## config.mk

```make
export PLATFORM = sky130hd
export DESIGN_NAME = pit_channel
export DESIGN_NICKNAME = d
export VERILOG_FILES = /design/src/rtl/pit_pkg.sv /design/src/rtl/pit_ctrl_word.sv /design/src/rtl/pit_count_load.sv /design/src/rtl/pit_count_elem.sv /design/src/rtl/pit_out_latch.sv /design/src/rtl/pit_channel.sv
export SDC_FILE = /design/constraint.sdc
export NUM_CORES = 1
export LEC_CHECK = 0
export BUFFER_PORTS_ARGS = -buffer_cell sky130_fd_sc_hd__buf_2
export CAP_MARGIN = 20
export CORE_ASPECT_RATIO = 0.7
export CORE_MARGIN = 5
export CORE_UTILIZATION = 54
export DETAILED_ROUTE_END_ITERATION = 12
export PLACE_DENSITY = 0.73
export SLEW_MARGIN = 20
export SYNTH_ARGS = -nofsm -noshare
export SYNTH_HDL_FRONTEND = slang
export SYNTH_SLANG_ARGS = --single-unit
export TNS_END_PERCENT = 20
```

## constraint.sdc

```tcl
create_clock -name clk_i -period 3.02 [get_ports clk_i]
set_clock_uncertainty 0.15 [all_clocks]
set_input_delay 0.302 -clock clk_i [delete_from_list [all_inputs] [get_ports clk_i]]
set_output_delay 0.302 -clock clk_i [all_outputs]
set_load 0.02 [all_outputs]
```

## src/rtl/pit_pkg.sv

```systemverilog
package pit_pkg;
  typedef enum logic [1:0] {
    ACC_LATCH = 2'b00,
    ACC_LO    = 2'b01,
    ACC_HI    = 2'b10,
    ACC_WORD  = 2'b11
  } acc_e;

  localparam int unsigned CTRL_W = 6;
endpackage

```

## src/rtl/pit_ctrl_word.sv

```systemverilog
module pit_ctrl_word
  import pit_pkg::*;
#(
  parameter int unsigned CHAN_ID = 0
) (
  input  logic              clk_i,
  input  logic              rst_ni,
  input  logic              cw_wr_i,
  input  logic [7:0]        data_i,
  output logic [CTRL_W-1:0] ctrl_o,
  output acc_e              acc_o,
  output logic              cw_load_o,
  output logic              latch_cmd_o
);
  localparam logic [1:0] CHAN_SEL = CHAN_ID[1:0];

  logic              hit;
  logic [CTRL_W-1:0] ctrl_q;

  assign hit         = cw_wr_i && (data_i[7:6] == CHAN_SEL);
  assign latch_cmd_o = hit && (data_i[5:4] == ACC_LATCH);
  assign cw_load_o   = hit && (data_i[5:4] != ACC_LATCH);

  always_ff @(posedge clk_i or negedge rst_ni) begin
    if (!rst_ni)        ctrl_q <= '0;
    else if (cw_load_o) ctrl_q <= data_i[CTRL_W-1:0];
  end

  assign ctrl_o = ctrl_q;
  assign acc_o  = acc_e'(ctrl_q[5:4]);

  AST_CW_FOREIGN_KEEPS: assert property (@(posedge clk_i) disable iff (!rst_ni)
    (cw_wr_i && data_i[7:6] != CHAN_SEL) |=> $stable(ctrl_q));
endmodule

```

## src/rtl/pit_count_load.sv

```systemverilog
module pit_count_load
  import pit_pkg::*;
#(
  parameter int unsigned BYTE_W = 8,
  localparam int unsigned CNT_W = 2 * BYTE_W
) (
  input  logic              clk_i,
  input  logic              rst_ni,
  input  logic              cw_load_i,
  input  logic              cnt_wr_i,
  input  acc_e              acc_i,
  input  logic [BYTE_W-1:0] data_i,
  output logic [CNT_W-1:0]  cr_o,
  output logic              load_o,
  output logic              null_o
);
  logic [BYTE_W-1:0] cr_lo_q, cr_hi_q;
  logic              wr_ff_q, xfer_q, null_q;

  always_ff @(posedge clk_i or negedge rst_ni) begin
    if (!rst_ni) begin
      cr_lo_q <= '0;
      cr_hi_q <= '0;
      wr_ff_q <= 1'b0;
      xfer_q  <= 1'b0;
      null_q  <= 1'b0;
    end else begin
      xfer_q <= 1'b0;
      if (xfer_q) null_q <= 1'b0;
      if (cw_load_i) begin
        wr_ff_q <= 1'b0;
        null_q  <= 1'b1;
      end else if (cnt_wr_i) begin
        null_q <= 1'b1;
        unique case (acc_i)
          ACC_LO: begin
            cr_lo_q <= data_i;
            cr_hi_q <= '0;
            xfer_q  <= 1'b1;
          end
          ACC_HI: begin
            cr_lo_q <= '0;
            cr_hi_q <= data_i;
            xfer_q  <= 1'b1;
          end
          ACC_WORD: begin
            if (!wr_ff_q) begin
              cr_lo_q <= data_i;
              wr_ff_q <= 1'b1;
            end else begin
              cr_hi_q <= data_i;
              wr_ff_q <= 1'b0;
              xfer_q  <= 1'b1;
            end
          end
          default: ;
        endcase
      end
    end
  end

  assign cr_o   = {cr_hi_q, cr_lo_q};
  assign load_o = xfer_q;
  assign null_o = null_q;

  AST_NULL_CLEARS: assert property (@(posedge clk_i) disable iff (!rst_ni)
    (xfer_q && !cw_load_i && !cnt_wr_i) |=> !null_q);
  AST_WRFF_RESTART: assert property (@(posedge clk_i) disable iff (!rst_ni)
    cw_load_i |=> !wr_ff_q);
  AST_XFER_AFTER_WRITE: assert property (@(posedge clk_i) disable iff (!rst_ni)
    xfer_q |-> $past(cnt_wr_i));
endmodule

```

## src/rtl/pit_count_elem.sv

```systemverilog
module pit_count_elem #(
  parameter int unsigned CNT_W = 16
) (
  input  logic             clk_i,
  input  logic             rst_ni,
  input  logic             load_i,
  input  logic [CNT_W-1:0] cr_i,
  input  logic             cw_load_i,
  input  logic             gate_i,
  output logic [CNT_W-1:0] ce_o,
  output logic             out_o
);
  localparam logic [CNT_W-1:0] ONE = CNT_W'(1);

  logic [CNT_W-1:0] ce_q;
  logic             out_q;

  always_ff @(posedge clk_i or negedge rst_ni) begin
    if (!rst_ni) begin
      ce_q  <= '0;
      out_q <= 1'b0;
    end else if (load_i) begin
      ce_q  <= cr_i;
      out_q <= (cr_i == '0);
    end else if (cw_load_i) begin
      out_q <= 1'b0;
    end else if (gate_i && ce_q != '0) begin
      ce_q  <= ce_q - ONE;
      out_q <= (ce_q == ONE);
    end
  end

  assign ce_o  = ce_q;
  assign out_o = out_q;

  AST_HOLD_NO_GATE: assert property (@(posedge clk_i) disable iff (!rst_ni)
    (!gate_i && !load_i) |=> $stable(ce_q));
  AST_NO_WRAP: assert property (@(posedge clk_i) disable iff (!rst_ni)
    (ce_q == '0 && !load_i) |=> (ce_q == '0));
  AST_OUT_AT_ZERO: assert property (@(posedge clk_i) disable iff (!rst_ni)
    out_q |-> (ce_q == '0));
endmodule

```

## src/rtl/pit_out_latch.sv

```systemverilog
module pit_out_latch
  import pit_pkg::*;
#(
  parameter int unsigned BYTE_W = 8,
  localparam int unsigned CNT_W = 2 * BYTE_W
) (
  input  logic              clk_i,
  input  logic              rst_ni,
  input  logic [CNT_W-1:0]  ce_i,
  input  logic              latch_cmd_i,
  input  logic              cw_load_i,
  input  logic              cnt_rd_i,
  input  acc_e              acc_i,
  output logic [BYTE_W-1:0] byte_o
);
  logic [CNT_W-1:0] ol_q;
  logic             frozen_q, rd_ff_q, release_rd;

  always_comb begin
    release_rd = 1'b0;
    if (cnt_rd_i) release_rd = (acc_i != ACC_WORD) || rd_ff_q;
  end

  always_ff @(posedge clk_i or negedge rst_ni) begin
    if (!rst_ni) begin
      ol_q     <= '0;
      frozen_q <= 1'b0;
      rd_ff_q  <= 1'b0;
    end else begin
      if (!frozen_q) ol_q <= ce_i;
      if (cw_load_i) begin
        frozen_q <= 1'b0;
        rd_ff_q  <= 1'b0;
      end else begin
        if (latch_cmd_i && !frozen_q) frozen_q <= 1'b1;
        if (cnt_rd_i && acc_i == ACC_WORD) rd_ff_q <= !rd_ff_q;
        if (release_rd) frozen_q <= 1'b0;
      end
    end
  end

  always_comb begin
    unique case (acc_i)
      ACC_HI:   byte_o = ol_q[CNT_W-1:BYTE_W];
      ACC_WORD: byte_o = rd_ff_q ? ol_q[CNT_W-1:BYTE_W] : ol_q[BYTE_W-1:0];
      default:  byte_o = ol_q[BYTE_W-1:0];
    endcase
  end

  AST_FROZEN_STABLE: assert property (@(posedge clk_i) disable iff (!rst_ni)
    frozen_q |=> $stable(ol_q));
  AST_FOLLOW: assert property (@(posedge clk_i) disable iff (!rst_ni)
    !frozen_q |=> (ol_q == $past(ce_i)));
  AST_RDFF_RESTART: assert property (@(posedge clk_i) disable iff (!rst_ni)
    cw_load_i |=> !rd_ff_q);
endmodule

```

## src/rtl/pit_channel.sv

```systemverilog
module pit_channel
  import pit_pkg::*;
#(
  parameter int unsigned CHAN_ID = 0,
  parameter int unsigned BYTE_W  = 8,
  localparam int unsigned CNT_W  = 2 * BYTE_W
) (
  input  logic              clk_i,
  input  logic              rst_ni,
  input  logic              cs_i,
  input  logic [1:0]        addr_i,
  input  logic              wr_i,
  input  logic              rd_i,
  input  logic [BYTE_W-1:0] data_i,
  output logic [BYTE_W-1:0] data_o,
  input  logic              gate_i,
  output logic              out_o
);
  localparam logic [1:0] CHAN_SEL = CHAN_ID[1:0];
  localparam logic [1:0] CTRL_ADR = 2'b11;

  logic              cw_wr, cnt_wr, cnt_rd, at_chan;
  logic              cw_load, latch_cmd, load, null_flag;
  acc_e              acc;
  logic [CTRL_W-1:0] ctrl;
  logic [CNT_W-1:0]  cr, ce;
  logic [BYTE_W-1:0] cnt_byte;
  logic [7:0]        status;

  assign at_chan = cs_i && (addr_i == CHAN_SEL);
  assign cw_wr   = cs_i && wr_i && (addr_i == CTRL_ADR);
  assign cnt_wr  = at_chan && wr_i && (acc != ACC_LATCH);
  assign cnt_rd  = at_chan && rd_i && (acc != ACC_LATCH);

  pit_ctrl_word #(.CHAN_ID(CHAN_ID)) u_ctrl (
    .clk_i       (clk_i),
    .rst_ni      (rst_ni),
    .cw_wr_i     (cw_wr),
    .data_i      (data_i[7:0]),
    .ctrl_o      (ctrl),
    .acc_o       (acc),
    .cw_load_o   (cw_load),
    .latch_cmd_o (latch_cmd)
  );

  pit_count_load #(.BYTE_W(BYTE_W)) u_load (
    .clk_i     (clk_i),
    .rst_ni    (rst_ni),
    .cw_load_i (cw_load),
    .cnt_wr_i  (cnt_wr),
    .acc_i     (acc),
    .data_i    (data_i),
    .cr_o      (cr),
    .load_o    (load),
    .null_o    (null_flag)
  );

  pit_count_elem #(.CNT_W(CNT_W)) u_elem (
    .clk_i     (clk_i),
    .rst_ni    (rst_ni),
    .load_i    (load),
    .cr_i      (cr),
    .cw_load_i (cw_load),
    .gate_i    (gate_i),
    .ce_o      (ce),
    .out_o     (out_o)
  );

  pit_out_latch #(.BYTE_W(BYTE_W)) u_olat (
    .clk_i       (clk_i),
    .rst_ni      (rst_ni),
    .ce_i        (ce),
    .latch_cmd_i (latch_cmd),
    .cw_load_i   (cw_load),
    .cnt_rd_i    (cnt_rd),
    .acc_i       (acc),
    .byte_o      (cnt_byte)
  );

  assign status = {out_o, null_flag, ctrl};

  always_comb begin
    data_o = '0;
    if (cs_i && rd_i) begin
      if (addr_i == CTRL_ADR)      data_o = BYTE_W'(status);
      else if (addr_i == CHAN_SEL) data_o = cnt_byte;
    end
  end

  AST_LOAD_NEEDS_FORMAT: assert property (@(posedge clk_i) disable iff (!rst_ni)
    (acc == ACC_LATCH) |-> !cnt_wr);
  AST_STATUS_OUT_BIT: assert property (@(posedge clk_i) disable iff (!rst_ni)
    (cs_i && rd_i && addr_i == CTRL_ADR) |-> (data_o[7] == out_o));
endmodule

```

==> results of run 1 <==
[area by class of cell]
type,instances,area share [%]
Clock buffer,12,4.44
Timing Repair Buffer,35,5.51
Clock inverter,3,1.21
Multi-Input combinational cell,270,44.6
Tap cell,75,2.52
Inverter,14,1.41
Sequential cell,60,40.3
[per-layer routing]
layer	vias to the layer above	share of wire, %
met5	-	0
met4	0	0.80
met3	10	7.7
met2	123	42
met1	1437	49
li1	1377	-
[per-stage QoR]
stage               power (mW)  hold WS [ns]  setup slack [ns]  area, sq um
floorplan                 1.76        -0.144             0.629         3290
detailed placement        2.04         0.168             0.492         3500
global placement          2.01         0.159             0.509         3500
global route              3.00        0.0376             0.107         3720
CTS                       2.81        0.0430            0.0925         3720
finish                    2.82        0.0472             0.235         3720
[cell families (layout without fill, tap and decap cells)]
family	after synthesis	after routing	share of synthesized area (%)
xor gates and xnor gates	2	2	0.532
buffers and inverters	35	64	4.10
DFF	60	60	45.6
and+or+nand+nor	156	156	23.3
AOI/OAI and AO/OA	85	85	17.4
muxes	22	22	7.22
adders and majority gates	5	5	1.90
[flip-flops by register name, summed over array words and instances (netlist names)]
signal / flops
u_olat.ol_q: 16
u_ctrl.ctrl_o: 6
u_load.load_o: 1
u_olat.frozen_q: 1
u_elem.ce_o: 16
u_elem.out_o: 1
u_load.wr_ff_q: 1
u_olat.rd_ff_q: 1
u_load.null_o: 1
u_load.cr_hi_q: 8
u_load.cr_lo_q: 8
[worst paths after layout]
check / startpoint / end / cells past startpoint
max: u_ctrl.ctrl_o[4]$_DFFE_PN0P_ / data_o[1] / 7
min: data_i[3] / u_ctrl.ctrl_o[3]$_DFFE_PN0P_ / 3
max reg2reg: u_elem.ce_o[0]$_DFFE_PN0P_ / u_elem.ce_o[9]$_DFFE_PN0P_ / 7
min reg2reg: u_ctrl.ctrl_o[0]$_DFFE_PN0P_ / u_ctrl.ctrl_o[0]$_DFFE_PN0P_ / 2
max in group asynchronous: rst_ni / u_olat.rd_ff_q$_DFFE_PN0P_ / 3
min in group asynchronous: rst_ni / u_ctrl.ctrl_o[3]$_DFFE_PN0P_ / 2
[worst max-delay path, stage by stage, from the launching register on]
cell and delay [ns]:
dfrtp_1 0.41, inv_1 0.08, ha_2 0.30, or2_2 0.47, o221ai_1 0.31, a22oi_1 0.12
nor2_1 0.11, buf_2 0.17
[repair_timing]
item	4_1_cts	5_1_grt
endpoints found under the hold margin	20	0
hold buffers	1	0
endpoints found under the setup margin	0	6
gates resized for setup	0	1
[where the power goes]
group / switching (mW) / leakage [nW] / total (mW) / internal (mW)
logic: 0.345 / 0.737 / 0.687 / 0.342
clock network: 0.333 / 0.101 / 0.777 / 0.444
registers: 0.327 / 0.722 / 1.36 / 1.03
total: 1.00 / 1.56 / 2.82 / 1.82
[synthesized netlist by cell type (all sizes together) (4+ instances only)]
master	number
o221ai	6
o211ai	6
or4	11
nand2b	9
clkbuf	18
nand3	7
inv	12
nor4	8
mux2i	8
ha	5
a31oi	9
o31ai	7
or3	5
a21oi	6
o21ai	28
mux2	14
nand4	7
a22oi	7
dfrtp	60
nand2	59
nor2	33
nor3	4
a22o	5
==> summary.md, run 1 <==
| Metric | Value |
|---|---|
| Most frequent cells in the layout | dfrtp_1, nand2_1, nor2_1 |
| GPL Wtd Cong | 0.900 |
| Synth top area share | 45.6% |
| Gr busiest metal | met1 |
| Post-Syn Nets | 386 |
| Post-route ant nets | 0 |
| Multi-input logic area | 1660 sq um |
| CTS max path bufs | 2 |
| Root Driver | clkbuf_8 |
| Grt met1 use | 41.2% |
| Netlist cell types | 44 |
| Dpl hpwl | 6.61 mm |
| CP Launch Type | flop |
| Max-cap violations | 0 |
| GRT met2 Usage | 36.7% |
| Share of flip-flops with an asynchronous set or reset | 100% |
| DRC violations left | 0 |
| FILL cells | 534 |
| Antenna fix cells | 0 |
| Min-Delay Path Class | in -> reg |
| GRT Total Usage | 26.4% |
| Total grt overflow | 0 |
| Fin. max-slew vios | 0 |
| Seq/Total Area, Yosys | 45.6% |
| Vias/cell | 6.28 |
| Wirelength per Cell | 19.4 um |
| Cells after DPL | 453 |
| Layout cells sized above 1 | 17.0% |
| Number of synthesized flops with an enable pin | 0 |
| PortBufs | 24 |
| Yosys warns | 0 |
| Clock transition at the registers of the reported paths | 0.07 ns |
| Kind of critical path | reg -> out |
| Period utilization | 92.2% |
| Number of DRC violations after detailed-routing iteration 0 | 263 |
| R2r setup slk | 0.59 ns |
| Total number of vias | 2947 |
| F_max | 359 MHz |
| GR Util met3 | 6.86% |
| Synth-to-layout area growth | 13.0% |
| Critical path data required time | 2.57 ns |
| Die width | 103 um |
| Leakage | 1.56 nW |
| Htree depth | 3 |
| Vias in the first global route | 2791 |
| TritonCTS clock tree | done |
| VDD IR max | 0.412 mV |
| Initial core utilization | 56.7% |
| RSZ-0062 raised after global routing | false |
| Post-Synthesis Cells | 365 |
| Die H | 75.4 um |
| Post-CTS setup buffers | 0 |
| Initial DRT Pass Iterations | 6 |
| I/O pins | 25 |
| Mean Syn Cell Area | 9.03 sq um |
| Post-synth top flop | dfrtp_1 |
| Final WL | 9.08 mm |
| Crit path max fanout | 18 |
| Status | finished, final reports clean |
| Nature of the critical path endpoint | output pin |
| Final Critical Period | 2.79 ns |
| Sequential cell area | 1500 sq um |
| Final core occ | 64.1% |
| Setup-failing EPs final | 0 |
| Main area contributors after synthesis | dfrtp_1, nand2_1, mux2_2, o21ai_0, nor2_1 |
| Netlist Area Pre-Place | 3290 sq um |
| Full die area | 7790 sq um |
| Total CTS buffers | 9 |
| CORE AREA | 5810 sq um |
| Fin nets | 411 |
| Synthesized flop and latch total | 60 |
| Clock sinks | 60 |
| First-pass GRT wire length | 15.1 mm |
| Slew at the pin closest to its max-slew limit | 0.690 ns |
| Commonest non-fill, non-tap cell in the layout | dfrtp_1 |
| Initial antenna violation count | 0 |
| Final non-filler cell total | 469 |
| Rel. slew slack | 54.0% |
| Largest net degree at the start of global routing | 26 |
| Pwr/cell area | 758 nW/um^2 |
| Later-pin clock latency in the skew report | 0.36 ns |
| Rows | 23 |
| Fin. Hold Viols | 0 |
| Final TNS setup | 0 ns |
| CP arrival | 2.33 ns |
| Synth area leader | dfrtp_1 |
No activity file was read; power rests on OpenSTA's default activity.
==> inputs of run 2 (changes only) <==
==> constraint.sdc (replaced) <==
create_clock -name clk_i -period 2.7 [get_ports clk_i]
set_clock_uncertainty 0.15 [all_clocks]
set_input_delay 0.27 -clock clk_i [delete_from_list [all_inputs] [get_ports clk_i]]
set_output_delay 0.27 -clock clk_i [all_outputs]
set_load 0.02 [all_outputs]
==> summary.md, run 2 (synthesis gave the netlist of run 1 again) <==
| Metric | Value |
|---|---|
| Full die area | 7790 sq um |
| Htree depth | 3 |
| Total number of vias | 2962 |
| Final non-filler cell total | 470 |
| RSZ-0062 raised after global routing | false |
| Rel. slew slack | 49.5% |
| Antenna fix cells | 0 |
| Period utilization | 93.0% |
| Status | finished, final reports clean |
| DRC violations left | 0 |
| Fin. max-slew vios | 0 |
| Pre-CTS setup slack | 0.407 ns |
| Number of DRC violations after detailed-routing iteration 0 | 244 |
| Pwr/cell area | 852 nW/um^2 |
| CP arrival | 2.09 ns |
| Setup-failing EPs final | 0 |
| VDD IR max | 0.427 mV |
| Post-route ant nets | 0 |
| Nature of the critical path endpoint | output pin |
| CORE AREA | 5810 sq um |
| Later-pin clock latency in the skew report | 0.35 ns |
| Slew at the pin closest to its max-slew limit | 0.757 ns |
| Worst reg2reg startpoint | u_elem.ce_o[1]$_DFFE_PN0P_ |
| Min-Delay Path Class | in -> reg |
| Kind of critical path | reg -> out |
| Initial antenna violation count | 0 |
| Clock sinks | 60 |
| PortBufs | 24 |
| Most frequent cells in the layout | dfrtp_1, nand2_1, nor2_1 |
| CTS max path bufs | 2 |
| CP Launch Type | flop |
| Final WL | 8.83 mm |
| Fin. Hold Viols | 0 |
| Total CTS buffers | 9 |
| Final WS setup | 0.188 ns |
| F_max | 398 MHz |
| Max-cap violations | 0 |
| Crit path max fanout | 17 |
| Cells after DPL | 454 |
| Vias/cell | 6.30 |
| Wirelength per Cell | 18.8 um |
| Initial core utilization | 56.7% |
| Critical path data required time | 2.28 ns |
| Root Driver | clkbuf_8 |
| HP Start | data_i[1] |
| Vias in the first global route | 2758 |
| Clock transition at the registers of the reported paths | 0.07 ns |
| Initial DRT Pass Iterations | 6 |
| Die width | 103 um |
| FILL cells | 512 |
| Layout cells sized above 1 | 17.7% |
| Power Total | 3.20 mW |
| GPL Wtd Cong | 0.908 |
| Synth-to-layout area growth | 13.9% |
| Rows | 23 |
| I/O pins | 25 |
| Post-CTS setup buffers | 0 |
| Largest net degree at the start of global routing | 27 |
| TritonCTS clock tree | done |
| Die H | 75.4 um |
| Final Critical Period | 2.51 ns |
| Leakage | 1.57 nW |
| Fin nets | 412 |
| Final TNS setup | 0 ns |
| First-pass GRT wire length | 14.6 mm |
| GRT Total Usage | 25.3% |
| Dpl hpwl | 6.51 mm |
| Commonest non-fill, non-tap cell in the layout | dfrtp_1 |
| Worst setup path start | u_ctrl.ctrl_o[4]$_DFFE_PN0P_ |
| Total grt overflow | 0 |
-- run 2: cell types whose count changed in the layout (fill, tap and decap cells not counted) --
cell	delta
clkbuf_8	-1
or2_4	+1
or2_2	-1
clkinv_2	+1
buf_4	+1
o21ai_0	-1
o21ai_1	+1
clkinv_1	-1
nor2_2	+1
bufinv_16	+1
nor2_1	-1
-- run 2: per-layer routing --
metal | wire length [um] | vias to the layer above | global-route usage, % | share of wire [%]
li1 | - | 1387 | - | -
met1 | 4210 | 1429 | 37.6 | 48
met2 | 3700 | 133 | 35.9 | 42
met3 | 802 | 13 | 8.23 | 9.1
met4 | 120 | 0 | 6.32 | 1.4
met5 | 0 | - | 0 | 0
-- run 2: timing repair --
action	CTS	global route
endpoints found under the hold margin	15	0
endpoints found under the setup margin	0	4
hold buffers	1	0
gates resized for setup	0	3
-- run 2: worst paths after layout --
check	end	slack, ns	depth (start not counted)
min reg2reg	u_ctrl.ctrl_o[3]$_DFFE_PN0P_	0.36	2
max in group asynchronous	u_elem.ce_o[14]$_DFFE_PN0P_	1.48	3
max reg2reg	u_elem.ce_o[6]$_DFFE_PN0P_	0.38	6
min	u_ctrl.ctrl_o[1]$_DFFE_PN0P_	0.01	3
min in group asynchronous	u_olat.ol_q[12]$_DFFE_PN0N_	0.23	2
max	data_o[5]	0.19	8
-- run 2: final cells by class --
| class | instances | area, sq um | share of cell area, % |
|---|---|---|---|
| multi-input cells | 270 | 1670 | 44.4 |
| flip-flops and latches | 60 | 1500 | 40.0 |
| repair buffers | 36 | 213 | 5.67 |
| clock buffers | 11 | 151 | 4.03 |
| well taps | 75 | 93.8 | 2.50 |
| clock inverters | 4 | 72.6 | 1.93 |
| inverters | 14 | 56.3 | 1.50 |
-- run 2: worst max-delay path, cell delays in order (launching register included) --
cell and delay [ns]:
dfrtp_1 0.41, inv_1 0.08, ha_1 0.21, buf_4 0.20, nor2_1 0.23, a22o_1 0.16
o21ai_0 0.10, a21oi_1 0.18, buf_2 0.19
-- run 2: power breakdown --
group | internal [mW] | total, mW | switching [mW] | leakage (nW)
Combinational | 0.382 | 0.771 | 0.389 | 0.740
Clock | 0.563 | 0.918 | 0.355 | 0.111
Sequential | 1.15 | 1.51 | 0.353 | 0.722
-- run 2: through the flow --
| step | hold WS (ns) | utilization (%) | instance area, sq um |
|---|---|---|---|
| 2_1_floorplan | -0.176 | - | 3290 |
| 3_3_place_gp | 0.0716 | 60.4 | 3510 |
| 3_5_place_dp | 0.0721 | 60.4 | 3510 |
| 4_1_cts | 0.00409 | 64.4 | 3740 |
| 5_1_grt | 0.00764 | 64.6 | 3750 |
| 6_report | 0.0121 | 64.6 | 3750 |
